===== config.mk =====
export PLATFORM = sky130hd
export DESIGN_NAME = fault_irq_pulser
export DESIGN_NICKNAME = d
export VERILOG_FILES = /design/src/rtl/fault_irq_pulser.sv
export SDC_FILE = /design/constraint.sdc
export NUM_CORES = 1
export LEC_CHECK = 0
export BUFFER_PORTS_ARGS = -buffer_cell sky130_fd_sc_hd__buf_2
export CAP_MARGIN = 10
export CORE_MARGIN = 3
export CORE_UTILIZATION = 47
export CTS_CLUSTER_DIAMETER = 30
export CTS_CLUSTER_SIZE = 14
export DETAILED_ROUTE_END_ITERATION = 10
export PLACE_DENSITY = 0.74
export SYNTH_ARGS = -nofsm -noshare
export SYNTH_HDL_FRONTEND = slang
export SYNTH_SLANG_ARGS = --single-unit

===== constraint.sdc =====
create_clock -name clk -period 1.5 [get_ports clk]
set_input_delay 0 -clock clk [delete_from_list [all_inputs] [get_ports clk]]
set_output_delay 0 -clock clk [all_outputs]
set_load 0.03 [all_outputs]

===== src/rtl/fault_irq_pulser.sv =====
module fault_irq_pulser #(
  parameter int N_SRC = 8,
  parameter int REG_W = 4,
  parameter logic [N_SRC-1:0] EVENT_MASK = 8'hCC,
  parameter int PULSE_TICKS = 128,
  localparam int N_REG = (N_SRC + REG_W - 1) / REG_W,
  localparam int IDX_W = (N_REG > 1) ? $clog2(N_REG) : 1,
  localparam int CNT_W = $clog2(PULSE_TICKS + 1)
) (
  input  logic             clk,
  input  logic             rst_n,
  input  logic             tick,
  input  logic [N_SRC-1:0] src_in,
  input  logic             rd_stb,
  input  logic [IDX_W-1:0] rd_idx,
  output logic [N_SRC-1:0] status,
  output logic [N_SRC-1:0] flags,
  output logic             irq_n
);

  typedef enum logic [1:0] {PS_IDLE, PS_LOW, PS_GAP} pstate_t;

  logic [N_SRC-1:0] status_q, flag_q, set_v, rd_hit;
  logic [CNT_W-1:0] cnt_q;
  logic             pend_q, req;
  pstate_t          st_q;

  always_comb begin
    for (int i = 0; i < N_SRC; i++)
      rd_hit[i] = rd_stb && (rd_idx == IDX_W'(i / REG_W));
  end

  assign set_v = (src_in & ~EVENT_MASK) | (src_in & ~status_q & EVENT_MASK);
  assign req   = |(set_v & ~flag_q);

  always_ff @(posedge clk) begin
    if (!rst_n) begin
      status_q <= '0;
      flag_q   <= '0;
    end else begin
      status_q <= src_in;
      flag_q   <= (flag_q & ~rd_hit) | set_v;
    end
  end

  always_ff @(posedge clk) begin
    if (!rst_n) begin
      st_q   <= PS_IDLE;
      cnt_q  <= '0;
      pend_q <= 1'b0;
    end else begin
      case (st_q)
        PS_IDLE: if (req) begin
          st_q  <= PS_LOW;
          cnt_q <= '0;
        end
        PS_LOW: begin
          if (req) pend_q <= 1'b1;
          if (tick) begin
            if (cnt_q == CNT_W'(PULSE_TICKS - 1)) st_q <= PS_GAP;
            else cnt_q <= cnt_q + 1'b1;
          end
        end
        PS_GAP: begin
          if (tick) begin
            if (pend_q || req) begin
              st_q   <= PS_LOW;
              cnt_q  <= '0;
              pend_q <= 1'b0;
            end else begin
              st_q <= PS_IDLE;
            end
          end else if (req) begin
            pend_q <= 1'b1;
          end
        end
        default: st_q <= PS_IDLE;
      endcase
    end
  end

  assign status = status_q;
  assign flags  = flag_q;
  assign irq_n  = (st_q != PS_LOW);

endmodule


# Word-level counts from Yosys, hierarchy flattened
# Cells that the tools add are included.
# totals
regBits	27
input_bits	13
wordCells	52
# classes
addsub	1
eq_ne	11
muxes	16
bitwise_logic	9
n_reduce_logical	10
# ops
operator	n
$mux W8	5
$and A8 B8 Y8	3
$not A8 Y8	3
$pmux W8 S3	1
$ne A2 B2 Y1 const B	6
$add A8 B1 Y8 const B	1
$eq A8 B7 Y1 const B	1
$mux W2	4
$or A6 B8 Y8	1
$or A8 B8 Y8	1
$reduce_or A8 Y1	1
$pmux W2 S3	1
$reduce_and A6 Y1	1
$mux W1	4
$reduce_and A4 Y1	1
$ne A3 B3 Y1 const B	1
$reduce_bool A3 Y1	1
$eq A2 B1 Y1 const B	1
$eq A2 B2 Y1 const B	1
$logic_and A1 B1 Y1	2
$logic_not A2 Y1	1
$ne A2 B1 Y1 const B	1
$pmux W1 S2	1
$reduce_and A2 Y1	1
3 further kinds	3

# Longest topological paths before layout
# logic_depth
word_depth	9
mapped_depth	5
depth_no_buf	5

# Worst setup path before layout
# Ideal clock, no wire load.
# synth_path
path_type	register to register
start	register flag_q[5] (netlist: flags[5])
end	register cnt_q[7]
setup_time_ns	0.088
arrival_ns	1.470
required_time_ns	1.412
setup_slack_ns	-0.058
path_stages_with_launch	5
n_path_buf	0
synth_period_minus_slack_ns	1.558
path_cell_list	dfxtp_1 -> nor2b_1 -> a2111oi_2 -> a221oi_2 -> o32ai_2
# synth_via
elab_chain_cells	6
elab_cells_between_ends	7
classes_between	eq/ne (2); bitwise (2); reduce/logical (3)
# synth_lines
item	line	source
start: declaration	23	logic [N_SRC-1:0] status_q, flag_q, set_v, rd_hit;
start signal: assignment	42	flag_q <= (flag_q & ~rd_hit) | set_v;
$not A8 Y8 *	34	assign req = |(set_v & ~flag_q);
$and A8 B8 Y8 *	34	
$reduce_or A8 Y1 *	34	
$logic_or A1 B1 Y1	66	if (pend_q || req) begin
$ne A2 B2 Y1 (no line)	--	
$reduce_and A6 Y1 (no line) *	--	
end signal: assignment	61	else cnt_q <= cnt_q + 1'b1;
end: declaration	24	logic [CNT_W-1:0] cnt_q;
# Mark *: on every way between the ends. The rest lies on a longest branch, timed or not.
# A chain may end at the register's enable or synchronous reset.

# Worst setup path in the final report
# layout_path
start	input port src_in[7]
end	register cnt_q[7]
# layout_via
elab_chain_cells	7
elab_cells_between_ends	8
classes_between	eq/ne (2); bitwise (3); reduce/logical (3)
# layout_lines
item	line	source
start: declaration	13	input logic [N_SRC-1:0] src_in,
$and A8 B8 Y8 *	33	assign set_v = (src_in & ~EVENT_MASK) | (src_in & ~status_q & EVENT_MASK);
$or A6 B8 Y8 *	33	
$and A8 B8 Y8 *	34	
$reduce_or A8 Y1 *	34	
$logic_or A1 B1 Y1	66	
$ne A2 B2 Y1 (no line)	--	
$reduce_and A6 Y1 (no line) *	--	
# Marked as above.

==> results.json <==
{
  "critPathLaunch": "src_in[7]",
  "cts_tree": "done",
  "finalCritPeriodShare_pct": 97.32,
  "hold_viol": 0,
  "hp-start": "tick",
  "synth_adder_area_share_pct": 0.9643,
  "netlist.area_leader.share_pct": 41.66,
  "grt_start_max_net_pins": 29,
  "htreeDepth": 1,
  "synth_nets": 150,
  "path_cells": "dlygate4sd3_1 -> buf_2 -> nor3b_2 -> a2111oi_4 -> a221oi_4 -> buf_6 -> o32ai_2",
  "synth.most_common_cell": "dfxtp_1",
  "fin_skew_ns": 0.002718,
  "synth_area_leaders": "dfxtp_1 42%, nor2b_1 9.2%, and2_1 4.3%, a21oi_1 4.2%, nand4_1 3.4%",
  "multi_input_area_um2": 759.5,
  "power.density_nw_per_um2": 787.0,
  "yosys_warnings": 0,
  "ant_nets": 0,
  "clockBufferDepth": 2,
  "synthXorXnorAreaFrac_pct": 0,
  "critPathCaptureType": "register",
  "cp_data_required_time_ns": 1.74,
  "vias": 1212,
  "synth_area_um2": 1297,
  "wl_met3_um": 125,
  "grt_usage_pct": 18.38,
  "worstSetupStartpointType": "input pin",
  "worstHoldPathType": "input pin to register",
  "yosys.area_share.simple_pct": 32.02,
  "tightest_slew_ns": 0.4099,
  "num_antenna_cells": 0,
  "coreArea_um2": 2545,
  "synth_top_family_by_area": "simple AND/OR/NAND/NOR gates",
  "outcome": "complete, no violations",
  "crit_buf_inv": 3,
  "switchingPower_uw": 399.9,
  "drive_above_1_share_pct": 39.04,
  "synthArstFlopShare_pct": 0,
  "synth_cell_types": 37,
  "nets": 202,
  "cts_sinks": 27,
  "synthMuxAreaShare_pct": 0.7715,
  "combPwrFrac_pct": 21.3,
  "fillers": 205,
  "synthCells": 136,
  "fmaxAchievable_mhz": 685.0,
  "dp.cells": 201,
  "peakVddDrop_mv": 0.6515,
  "final_cells": 217,
  "pwr-share-clk_pct": 22.4,
  "syn_to_final_growth_pct": 34.91,
  "wl_met2_mm": 1.546,
  "drv_cap": 0,
  "die_h_um": 58.54,
  "min_period_ns": 1.460,
  "place_congestion": 0.7522,
  "via_per_inst": 5.585,
  "pin_count": 30,
  "avgSynthCellArea_um2": 9.540,
  "post_drt_wl_per_cell_um": 14.15,
  "crit_type": "input pin to register",
  "intPower_uw": 977.7,
  "swShare_pct": 29.03,
  "slew_violations": 0,
  "synth_compound_area_share_pct": 21.22,
  "clkTransAtPathRegs_ns": 0.14,
  "place_hpwl_mm": 2.124,
  "routed_wl_mm": 3.070,
  "dieArea_um2": 3427,
  "post-route-drc-count": 0,
  "cp_max_fo": 4,
  "dr.first_iter.drc_count": 31,
  "grt_overflow": 0,
  "die_x_um": 58.54,
  "initial_utilization_pct": 50.98,
  "yosys-top-cells-count": "27 x dfxtp_1, 19 x nor2b_1, 11 x a21oi_1",
  "leakage_uw": 0.0007271,
  "synth-edff-count": 0,
  "ys_seq_area_share_pct": 41.66,
  "root_buffer": "clkbuf_4",
  "total_power_uw": 1378,
  "met1_length_mm": 1.358,
  "portBuffers": 29,
  "antenna_found_initial": 0,
  "firstDrtPassIters": 4,
  "seq_area_um2": 555.5,
  "slew_headroom_pct": 72.67,
  "crit_family": "buffers and inverters",
  "grt_pass1_wl_mm": 4.878,
  "arrival_ns": 1.70,
  "reg2reg_from": "cnt_q[0]",
  "yosysTopAreaCell": "dfxtp_1",
  "critPathSlowestCell": "dlygate4sd3_1",
  "top_layer": "met4",
  "ys_ff_latch": 27,
  "seqPwrFrac_pct": 56.3,
  "synth_ff_type": "dfxtp_1",
  "clock_latency_ns": 0.32,
  "crit_path_max_incr_delay_ns": 0.53,
  "grt_pass1_vias": 1131,
  "setup_viol": 0,
  "num_rows": 18,
  "cts_made_buffers": 3
}
[area by class of cell]
cell class	instances	share of cell area [%]
multi-input combinational	98	43.39
sequential	27	31.74
clock buffer	3	1.287
tap	30	2.144
timing repair buffer	52	19.87
inverter	6	1.287
clock inverter	1	0.2859
[final timing paths]
check | cells past startpoint | slack [ns] | to
max | 7 | 0.04 | cnt_q[7]
min | 3 | 0.07 | st_q[1]
max reg2reg | 6 | 0.05 | cnt_q[7]
min reg2reg | 2 | 0.53 | cnt_q[4]
[state kept, by name (all words and copies together) (netlist names)]
name,cells
cnt_q,8
flags,8
status,8
st_q,2
pend_q,1
[power groups by stage]
stage	registers, uW	logic (uW)	clock network [uW]
floorplan	843	120	0
global placement	788	251	0
global route	780	315	352
CTS	774	276	324
finish	776	293	309
detailed placement	791	255	0
[stage by stage]
step | cell area [um2] | utilization, % | hold slack [ns] | worst slack, ns | TNS, ns
6_report | 1750 | 68.78 | 0.07370 | 0.04021 | 0
5_1_grt | 1750 | 68.78 | 0.1214 | -0.01067 | -0.01173
4_1_cts | 1708 | 67.11 | 0.05781 | 0.005823 | 0
3_5_place_dp | 1572 | 61.75 | 0.2237 | -0.04401 | -0.04731
3_3_place_gp | 1572 | 61.75 | 0.2137 | 0.04210 | 0
2_1_floorplan | 1328 | - | 0.1216 | 0.003022 | 0
[worst min-delay path, delay by kind of cell]
kind / cells / cell delay [ns]
compound gates: 1 / 0.16
buf+inv: 1 / 0.15
simple gates: 1 / 0.06
[cells by family after synthesis]
| group | count (synthesis) |
|---|---|
| buffers and inverters | 11 |
| AO/OA/AOI/OAI | 34 |
| adder cells (fa/ha/maj) | 1 |
| flip-flops | 27 |
| AND/OR/NAND/NOR | 62 |
| multiplexers | 1 |
[timing repair]
| action | in CTS | in global routing |
|---|---|---|
| setup buffers | 1 | 4 |
| pin swaps | 1 | 5 |
| hold buffers | 8 | 0 |
| gates resized for setup | 6 | 7 |
| setup endpoints to repair | 3 | 9 |
| endpoints found under the hold margin | 12 | 0 |
[metal layers]
| layer | track usage (%) | vias to the layer above |
|---|---|---|
| met5 | 0 | - |
| met4 | 7.616 | 0 |
| met3 | 2.632 | 10 |
| met2 | 32.06 | 42 |
| met1 | 22.48 | 566 |
| li1 | - | 594 |
[layout by cell type (no fill, tap or decap), types with 5 or more instances in the layout]
| master | n |
|---|---|
| inv_1 | 6 |
| buf_4 | 14 |
| dfxtp_2 | 9 |
| dfxtp_1 | 17 |
| nor2b_1 | 17 |
| nand4_1 | 7 |
| buf_2 | 28 |
| o21ai_1 | 5 |
| dlygate4sd3_1 | 8 |
| and2_1 | 9 |
| a21oi_1 | 11 |
| nor3_1 | 5 |
No activity file was read; power rests on OpenSTA's default activity.
